File: src/rtl/limit_watch.sv
module limit_watch #(
  parameter int W = 10
) (
  input  logic           clk,
  input  logic           rst_n,
  input  logic           soft_rst,
  input  logic           ext_volt,
  input  logic [5*W-1:0] res_val,
  input  logic [4:0]     res_upd,
  input  logic [5*W-1:0] lim_hi,
  input  logic [5*W-1:0] lim_lo,
  input  logic           fault,
  input  logic [7:0]     mask,
  input  logic           irq_high,
  input  logic           stat_rd,
  output logic [7:0]     status,
  output logic           irq
);
  localparam int NCH = 5;

  logic [NCH-1:0] gt_s, le_s, gt_u, le_u;
  logic [7:0] hit, upd8, evt, cond_q, sts;
  logic pend;

  for (genvar k = 0; k < NCH; k++) begin : g_cmp
    wire [W-1:0] v = res_val[k*W +: W];
    wire [W-1:0] h = lim_hi[k*W +: W];
    wire [W-1:0] l = lim_lo[k*W +: W];
    assign gt_s[k] = $signed(v) >  $signed(h);
    assign le_s[k] = $signed(v) <= $signed(l);
    assign gt_u[k] = v >  h;
    assign le_u[k] = v <= l;
  end

  assign hit[0] = gt_s[0];
  assign hit[1] = le_s[0];
  assign hit[2] = ext_volt ? (gt_u[1] | le_u[1]) : gt_s[1];
  assign hit[3] = !ext_volt && le_s[1];
  assign hit[4] = fault;
  assign hit[5] = gt_u[2] | le_u[2];
  assign hit[6] = gt_u[3] | le_u[3];
  assign hit[7] = gt_u[4] | le_u[4];

  assign upd8 = {res_upd[4], res_upd[3], res_upd[2], 1'b1,
                 res_upd[1], res_upd[1], res_upd[0], res_upd[0]};
  assign evt  = hit & upd8;

  always_ff @(posedge clk or negedge rst_n) begin
    if (!rst_n) begin
      sts    <= '0;
      cond_q <= '0;
    end else if (soft_rst) begin
      sts    <= '0;
      cond_q <= '0;
    end else begin
      cond_q <= (cond_q & ~upd8) | evt;
      sts    <= (stat_rd ? (sts & cond_q) : sts) | evt;
    end
  end

  assign status = sts;
  assign pend   = |(sts & ~mask);
  assign irq    = irq_high ? pend : !pend;


  sticky_hold_chk: assert property (@(posedge clk) disable iff (!rst_n)
    (!stat_rd && !soft_rst) |=> (($past(status) & ~status) == 8'h00));


  rd_keep_chk: assert property (@(posedge clk) disable iff (!rst_n)
    (stat_rd && !soft_rst) |=> ((status & $past(sts & cond_q)) == $past(sts & cond_q)));


  soft_clear_chk: assert property (@(posedge clk) disable iff (!rst_n)
    soft_rst |=> (status == 8'h00));


  fault_set_chk: assert property (@(posedge clk) disable iff (!rst_n)
    (fault && !soft_rst) |=> status[4]);


  mask_all_chk: assert property (@(posedge clk) disable iff (!rst_n)
    (mask == 8'hFF) |-> (irq == !irq_high));
endmodule

File: config.mk
export PLATFORM = sky130hd
export DESIGN_NAME = limit_watch
export DESIGN_NICKNAME = d
export VERILOG_FILES = /design/src/rtl/limit_watch.sv
export SDC_FILE = /design/constraint.sdc
export NUM_CORES = 1
export LEC_CHECK = 0
export BUFFER_PORTS_ARGS = -buffer_cell sky130_fd_sc_hd__buf_2
export CORE_ASPECT_RATIO = 0.5
export CORE_MARGIN = 4
export CORE_UTILIZATION = 40
export CTS_CLUSTER_DIAMETER = 80
export DETAILED_ROUTE_END_ITERATION = 6
export GPL_TIMING_DRIVEN = 1
export PLACE_DENSITY = 0.73
export SLEW_MARGIN = 20
export SYNTH_ARGS = -nofsm -noshare
export SYNTH_HDL_FRONTEND = slang
export SYNTH_SLANG_ARGS = --single-unit
File: constraint.sdc
create_clock -name clk -period 2 [get_ports clk]
set_input_delay 0.4 -clock clk [delete_from_list [all_inputs] [get_ports clk]]
set_output_delay 0.4 -clock clk [all_outputs]
set_load 0.02 [all_outputs]
### Word level (Yosys, flattened, before mapping)

Cells that the tools add are included.

| word-level totals | value |
|---|---|
| register bits | 16 |
| bits in writable memories | 0 |
| bits in latches | 0 |
| memories kept | 0 |
| bits in read-only memories | 0 |
| logic and storage cells | 35 |

| operators by class | value |
|---|---|
| eq/ne operators | 0 |
| multiply operators | 0 |
| mux-type cells | 5 |
| reduce and logical (&&, ||, !) cells | 4 |
| shift-type cells | 0 |
| add/sub/neg operators | 0 |
| bitwise gates (word level) | 12 |
| $lt $le $gt $ge | 12 |
| divide/modulo/power cells | 0 |

Operators with widths:

| kind | number |
|---|---|
| greater-than comparator 10 bit | 6 |
| less-or-equal comparator 10 bit | 6 |
| AND 8 bit | 4 |
| two-way mux 8 bit | 3 |
| inverter 8 bit | 2 |
| OR 8 bit | 2 |
| OR reduction 8 bit | 1 |
| OR 1 bit | 4 |
| zero test 1 bit | 2 |
| two-way mux 1 bit | 2 |
| logical AND 1 bit | 1 |

### Logic depth before layout (Yosys ltp)

Gate-level depths: netlist of run 1.

| logic depth | value |
|---|---|
| depth after elaboration | 6 |
| depth in mapped cells | 8 |
| mapped depth without buffers | 8 |

### Least setup slack after synthesis of run 1

Ideal clock, no wire load.

| path | value |
|---|---|
| kind | input to register |
| from | input lim_lo[13] |
| to | register sts[3], in the netlist status[3] |
| arrival | 1.781 ns |
| cell stages on the path | 8 |
| data required time | 1.933 ns |
| slack | 0.152 ns |
| cell sequence | inv_1 -> ha_1 -> and4_1 -> o21a_1 -> o31a_1 -> nand4bb_1 -> a311oi_2 -> nand2b_1 |

| between the ends | value |
|---|---|
| cells in the longest elaborated chain, start to end | 5 |

Ends and longest elaborated chain:

| element | line | text |
|---|---|---|
| start, declared | 11 | `input logic [5*W-1:0] lim_lo,` |
| less-or-equal comparator 10 bit | 30 | `assign le_s[k] = $signed(v) <= $signed(l);` |
| logical AND 1 bit | 38 | `assign hit[3] = !ext_volt && le_s[1];` |
| AND 8 bit | 46 | `assign evt = hit & upd8;` |
| OR 8 bit | 57 | `sts <= (stat_rd ? (sts & cond_q) : sts) \| evt;` |
| two-way mux 8 bit | 52 | `end else if (soft_rst) begin` |
| end signal, assigned | 57 |  |
| end, declared | 22 | `logic [7:0] hit, upd8, evt, cond_q, sts;` |

No other way between the ends.

### Final worst setup path of run 1

| path | value |
|---|---|
| from | register sts[3], in the netlist status[3] |
| to | output irq |

| between the ends | value |
|---|---|
| cells in the longest elaborated chain, start to end | 4 |

Ends and longest elaborated chain:

| element | line | text |
|---|---|---|
| AND 8 bit * | 62 | `assign pend = \|(sts & ~mask);` |
| OR reduction 8 bit * | 62 |  |
| zero test 1 bit | 63 | `assign irq = irq_high ? pend : !pend;` |
| two-way mux 1 bit * | 63 |  |
| end, declared | 17 | `output logic irq` |

Every way passes the cells marked *; elsewhere a longest branch is shown, timed or not.

==> results of run 1 <==
-- cell type report --
cell class	count	area share, %
sequential	16	9.00
tap	108	3.04
timing repair buffer	185	21.3
multi-input combinational	289	54.7
clock buffer	4	2.00
inverter	119	10.0
-- worst max-delay path by stage --
stage | startpoint | to | slack [ns] | depth (start not counted)
after global routing | res_val[44] | cond_q[7] | 0.03 | 8
after CTS | status[0] | irq | 0.07 | 5
final | status[3] | irq | 0.15 | 5
after floorplan | lim_lo[13] | status[3] | 0.15 | 8
after global placement | res_val[13] | status[3] | -0.03 | 8
after detailed placement | res_val[13] | status[3] | -0.07 | 8
-- state kept, by name, summed over array words and instances (netlist names) --
register,flops
cond_q,8
status,8
-- metal layers --
layer | vias up | part of all wire, % | GRT usage (%)
li1 | 1844 | - | -
met1 | 1489 | 44 | 20.6
met2 | 72 | 50 | 32.5
met3 | 2 | 5.5 | 2.45
met4 | 0 | 0.32 | 2.35
met5 | - | 0 | 0
-- power by group through the flow --
stage	logic (uW)	registers, uW	clock network [uW]
2_1_floorplan	431	390	0
3_3_place_gp	754	373	0
3_5_place_dp	773	375	0
4_1_cts	783	369	436
5_1_grt	918	373	450
6_report	785	369	425
-- cell usage after synthesis (all sizes together) --
| cell | instances | area share (%) |
|---|---|---|
| inv | 119 | 14 |
| ha | 100 | 38 |
| a21oi | 36 | 5.5 |
| o21ai | 24 | 3.7 |
| dfrtp | 16 | 12 |
| nand2 | 16 | 1.8 |
| nand4 | 16 | 3.1 |
| nor2 | 12 | 1.4 |
| a21o | 11 | 2.5 |
| nor2b | 11 | 2.1 |
| nand2b | 8 | 1.5 |
| and4 | 5 | 1.3 |
| nor3 | 4 | 0.61 |
| o211ai | 4 | 0.92 |
| o21a | 4 | 0.92 |
| o22ai | 4 | 0.77 |
| a2111oi | 3 | 1.4 |
| a211oi | 3 | 0.84 |
| nand3 | 3 | 0.46 |
| o31ai | 3 | 0.69 |
| a221oi | 2 | 0.54 |
| a31oi | 2 | 0.38 |
| mux2i | 2 | 0.61 |
| nor4bb | 2 | 0.61 |
| o221ai | 2 | 0.54 |
| a22o | 1 | 0.27 |
| a311oi | 1 | 0.46 |
| a32oi | 1 | 0.27 |
| clkbuf | 1 | 0.11 |
| nand3b | 1 | 0.23 |
| nand4bb | 1 | 0.35 |
| nor4 | 1 | 0.19 |
| o2111ai | 1 | 0.27 |
| o311ai | 1 | 0.27 |
| o31a | 1 | 0.27 |
| or3 | 1 | 0.19 |
| xnor2 | 1 | 0.27 |
| xor2 | 1 | 0.27 |
-- per-stage QoR --
stage / setup slack (ns) / setup TNS [ns] / instance area, sq um / std cells
after detailed placement: -0.0728 / -0.312 / 4340 / 717
after global routing: 0.0329 / 0 / 4450 / 721
after global placement: -0.0253 / -0.0512 / 4340 / 717
final: 0.151 / 0 / 4450 / 721
after floorplan: 0.152 / 0 / 3260 / 425
after CTS: 0.0674 / 0 / 4430 / 721
-- logic make-up after synthesis --
group | Yosys count | synth area share, %
compound gates | 104 | 20.5
mux | 2 | 0.614
xor+xnor | 2 | 0.537
simple gates | 81 | 13.9
buf+inv | 120 | 13.8
fa+ha+maj | 100 | 38.3
flops | 16 | 12.3
-- timing repair --
action	4_1_cts	5_1_grt
resized for setup	1	3
endpoints found under the setup margin	1	1
pin swaps	0	2
==> impl_results.md, run 1 <==
- Run status: complete, no violations
- Startpoint Class: flop
- Drt total wl: roughly 8500 microns
- IO buf count: roughly 180
- Crit path time final: approximately 1.8 ns
- Initial antenna violation count: 0
- FF-to-FF End: status[0]
- Clock Skew: 0.00118 ns
- Area grow syn2layout: 36.4%
- CTS Root Cell: clkbuf_16
- WP data arrival: around 1.5 ns
- Max Cap Violations: 0
- Worst r2r src: status[0]
- Postcts setup bufs: 0
- Fin crit share: between 90 and 100%
- Multi-input logic area: approximately 2400 sq um
- CP peak stage delay: 0.41 ns
- Critical Path Sink Type: primary output
- Pwr dens: approximately 350 nW/um^2
- Peak VDD IR: around 0.00028 V
- Hold Buf Count CTS: 0
- CTS tree: built
- Clock power share: approximately 27%
- GR Overflow Total: 0
- Final Slew Violations: 0
- Sequential-to-total area share from yosys stat: between 10% and 20%
- Setup violators final: 0
- Most common cell after layout, fill and taps aside: buf_2
- R2R cell count: 2
- Flop pwr share: 23.4%
- Maximum fanout along the worst path: 3
- Worst Hold Class: input port to async pin
- Highest-delay cell along the critical path: dfrtp_1
- WP data required: roughly 1.6 ns
- Net Count, Synth: approximately 700
- Delay-heaviest family, CP: flip-flops
- Power Total: ~1600 uW
- Initial DRC Count: a little over 100
- R2R Setup Slk: about 1.2 ns
- Routability congestion estimate: ~0.78
- H-tree levels: 1
- First-pass GRT wire length: roughly 14,000 microns
- Ant diodes: 0
- Nets: just under 900
- Combinational share of power: about half
- DRC: 0
- Int Pwr: 1050 uW
- Tightest Pin Transition: about 0.4 ns
- # IOs: 179
- WHS: slightly below 0.06 ns
- Layout cells sized above 1: between 30% and 40%
- LEAKAGE: between 0.002 and 0.003 uW
- Fin. Hold Viols: 0
- Total global-route track usage: between 10% and 20%
- Largest net degree at the start of global routing: 17
- Worst-Skew Late Latency: 0.24 ns
- Final HPWL DP: slightly above 8000 microns
- Rows: 22
- Switching Share: approximately 34%
- RSZ-0062 raised after global routing: no
- Post-route ant nets: 0
- Psw: 532 uW
- Vias in the first global route: around 3,400
- FMAX: 541 MHz
- Syn avg cell area: 7.68 sq um
- Synth cell types: a little over 40
- Die width: 136 microns
- Initial core utilization: between 40 and 50%
- Critical setup path kind: flop to primary output
- Yosys warns: 0
- Bufs and invs on worst path: 2
- Via density: about 4.7
- Synthesized cell area: about 3300 sq um
- Commonest cells after routing, fill and taps aside: buf_2, inv_1, ha_1
- CTS buffer count: 3
- Filler cell count: 754
- Max_slew headroom: between 70% and 80%
- Deepest clock path buffer count: 2
- DIE AREA: around 10000 sq um
- Total number of vias: roughly 3,400
- Per-cell routed wire length: between 10 and 15 microns
- Sink Count: 16
- First-pass detailed-route iteration total: 4
- Core ar.: between 7000 and 8000 sq um
- Die Y: between 70 and 80 microns
- Post-layout util: 58.4%
- CP cell instances: inv_1 -> o22ai_1 -> nor4_4 -> xor2_1 -> buf_4
- FF+latch area: about 400 sq um
- Synth Register Bits: 16
- Cells after Synth: 425
- CTS clock-pin slew for the worst setup and hold paths: about 0.050 ns
Power figures use the tool's default switching activity.
==> run 2: changes to the inputs <==
--- a/config.mk
+++ b/config.mk
@@ -12,7 +12,7 @@
 export CTS_CLUSTER_DIAMETER = 80
 export DETAILED_ROUTE_END_ITERATION = 6
 export GPL_TIMING_DRIVEN = 1
-export PLACE_DENSITY = 0.73
+export PLACE_DENSITY = 0.74
 export SLEW_MARGIN = 20
 export SYNTH_ARGS = -nofsm -noshare
 export SYNTH_HDL_FRONTEND = slang
==> impl_results.md, run 2 (same netlist as run 1, synthesis figures left out) <==
- Initial antenna violation count: 0 (unchanged)
- H-tree levels: 1 (unchanged)
- Tightest Pin Transition: 0.396 ns (was 0.389 ns)
- # IOs: 179 (unchanged)
- Ant diodes: 0 (unchanged)
- CTS tree: built (unchanged)
- Post-layout util: 58.1% (was 58.4%)
- First-pass detailed-route iteration total: 4 (unchanged)
- Core ar.: 7620 sq um (unchanged)
- Via density: 4.79 (was 4.73)
- Deepest clock path buffer count: 2 (unchanged)
- Pwr dens: 354 nW/um^2 (was 355 nW/um^2)
- Worst Hold Class: input port to async pin (unchanged)
- Drt total wl: 8420 microns (was 8550 microns)
- Rows: 22 (unchanged)
- Critical Path Sink Type: primary output (unchanged)
- Sink Count: 16 (unchanged)
- GR Overflow Total: 0 (unchanged)
- DRC: 0 (unchanged)
- Worst-Skew Late Latency: 0.24 ns (about the same)
- First-pass GRT wire length: 13,900 microns (about the same)
- Worst r2r src: status[0] (unchanged)
- Routability congestion estimate: 0.795 (was 0.779)
- Most common cell after layout, fill and taps aside: buf_2 (unchanged)
- Place WS: -0.0669 ns (was -0.0728 ns)
- CTS buffer count: 3 (unchanged)
- Layout cells sized above 1: 31.4% (was 31.6%)
- Setup violators final: 0 (unchanged)
- Max Cap Violations: 0 (unchanged)
- Area grow syn2layout: 35.7% (was 36.4%)
- Post-route ant nets: 0 (unchanged)
- Non-filler cells, final: 720 (was 721)
- Die Y: 71.9 microns (unchanged)
- Die width: 136 microns (unchanged)
- Nets: 883 (was 884)
- Peak VDD IR: 0.000351 V (was 0.000279 V)
- R2R cell count: 2 (unchanged)
- LEAKAGE: 0.00278 uW (about the same)
- Run status: complete, no violations (unchanged)
- Worst setup margin: 0.125 ns (was 0.151 ns)
- Startpoint Class: flop (unchanged)
- Placed insts: 716 (was 717)
- Initial core utilization: 42.8% (unchanged)
- R2R Setup Slk: 1.21 ns (was 1.16 ns)
- Largest net degree at the start of global routing: 17 (unchanged)
- FF-to-FF End: status[0] (unchanged)
- DIE AREA: 9750 sq um (unchanged)
- FMAX: 533 MHz (was 541 MHz)
- Vias in the first global route: 3,392 (was 3,367)
- CTS Root Cell: clkbuf_16 (unchanged)
- Commonest cells after routing, fill and taps aside: buf_2, inv_1, ha_1 (unchanged)
- Initial DRC Count: 110 (was 101)
- Clock Skew: 0.00233 ns (was 0.00118 ns)
- Setup TNS: 0 ns (unchanged)
- IO buf count: 178 (unchanged)
- Max_slew headroom: 72.9% (was 73.4%)
- WP data arrival: 1.47 ns (was 1.45 ns)
- Total global-route track usage: 16.8% (was 16.9%)
- Critical setup path kind: flop to primary output (unchanged)
- Per-cell routed wire length: 11.7 microns (was 11.9 microns)
- Postcts setup bufs: 0 (unchanged)
- Final HPWL DP: 7830 microns (was 8040 microns)
- Fin. Hold Viols: 0 (unchanged)
- CTS clock-pin slew for the worst setup and hold paths: 0.05 ns (about the same)
- Total number of vias: 3,452 (was 3,407)
- WP data required: 1.60 ns (about the same)
- Crit path time final: 1.87 ns (was 1.85 ns)
- Crit path capture: irq (unchanged)
- CP startpoint: status[0] (was status[3])
- Final Slew Violations: 0 (unchanged)
- Maximum fanout along the worst path: 2 (was 3)
- RSZ-0062 raised after global routing: no (unchanged)
- Hold Buf Count CTS: 0 (unchanged)
- Fin crit share: 93.7% (was 92.4%)
[run 2: through the flow]
stage          total power (uW)  hold WS (ns)  cell area [sq um]
3_3_place_gp               1130         0.332               4330
4_1_cts                    1580        0.0706               4420
6_report                   1570        0.0584               4430
3_5_place_dp               1140         0.334               4330
5_1_grt                    1740        0.0905               4430
2_1_floorplan               821         0.104               3260
[run 2: critical path, cell delays in order, from the launching register on]
cell and delay (ns):
dfrtp_1 0.37, inv_1 0.09, o22ai_1 0.10, nor4_2 0.33, xor2_1 0.19, buf_4 0.16
[run 2: worst min path at each step]
stage / start / end / slack [ns]
finish: rst_n / cond_q[0] / 0.06
detailed placement: rst_n / cond_q[0] / 0.33
global placement: rst_n / cond_q[1] / 0.33
global route: rst_n / cond_q[0] / 0.09
floorplan: rst_n / cond_q[0] / 0.10
CTS: rst_n / cond_q[0] / 0.07
[run 2: cell type report]
type / instances / area, sq um
Fill cell: 721 / 3200
Multi-Input combinational cell: 289 / 2420
Timing Repair Buffer: 184 / 938
Inverter: 119 / 447
Sequential cell: 16 / 400
Tap cell: 108 / 135
Clock buffer: 4 / 88.8
[run 2: repair_timing]
action | in CTS | in global routing
resized for setup | 0 | 2
endpoints found under the setup margin | 0 | 1
endpoints found under the hold margin | 0 | 0
[run 2: metal layers]
| layer | vias up | wire length, microns | global-route usage, % |
|---|---|---|---|
| met2 | 81 | 4100 | 32.2 |
| met4 | 0 | 97 | 2.91 |
| met1 | 1517 | 3780 | 20.8 |
| li1 | 1846 | - | - |
| met5 | - | 0 | 0 |
| met3 | 8 | 441 | 1.54 |
[run 2: report_power, final]
| part | leakage [uW] | internal [uW] | switching [uW] |
|---|---|---|---|
| Sequential | 0.000210 | 353 | 16.6 |
| Combinational | 0.00252 | 384 | 387 |
| Clock | 0.0000442 | 304 | 123 |
| Total | 0.00278 | 1040 | 527 |
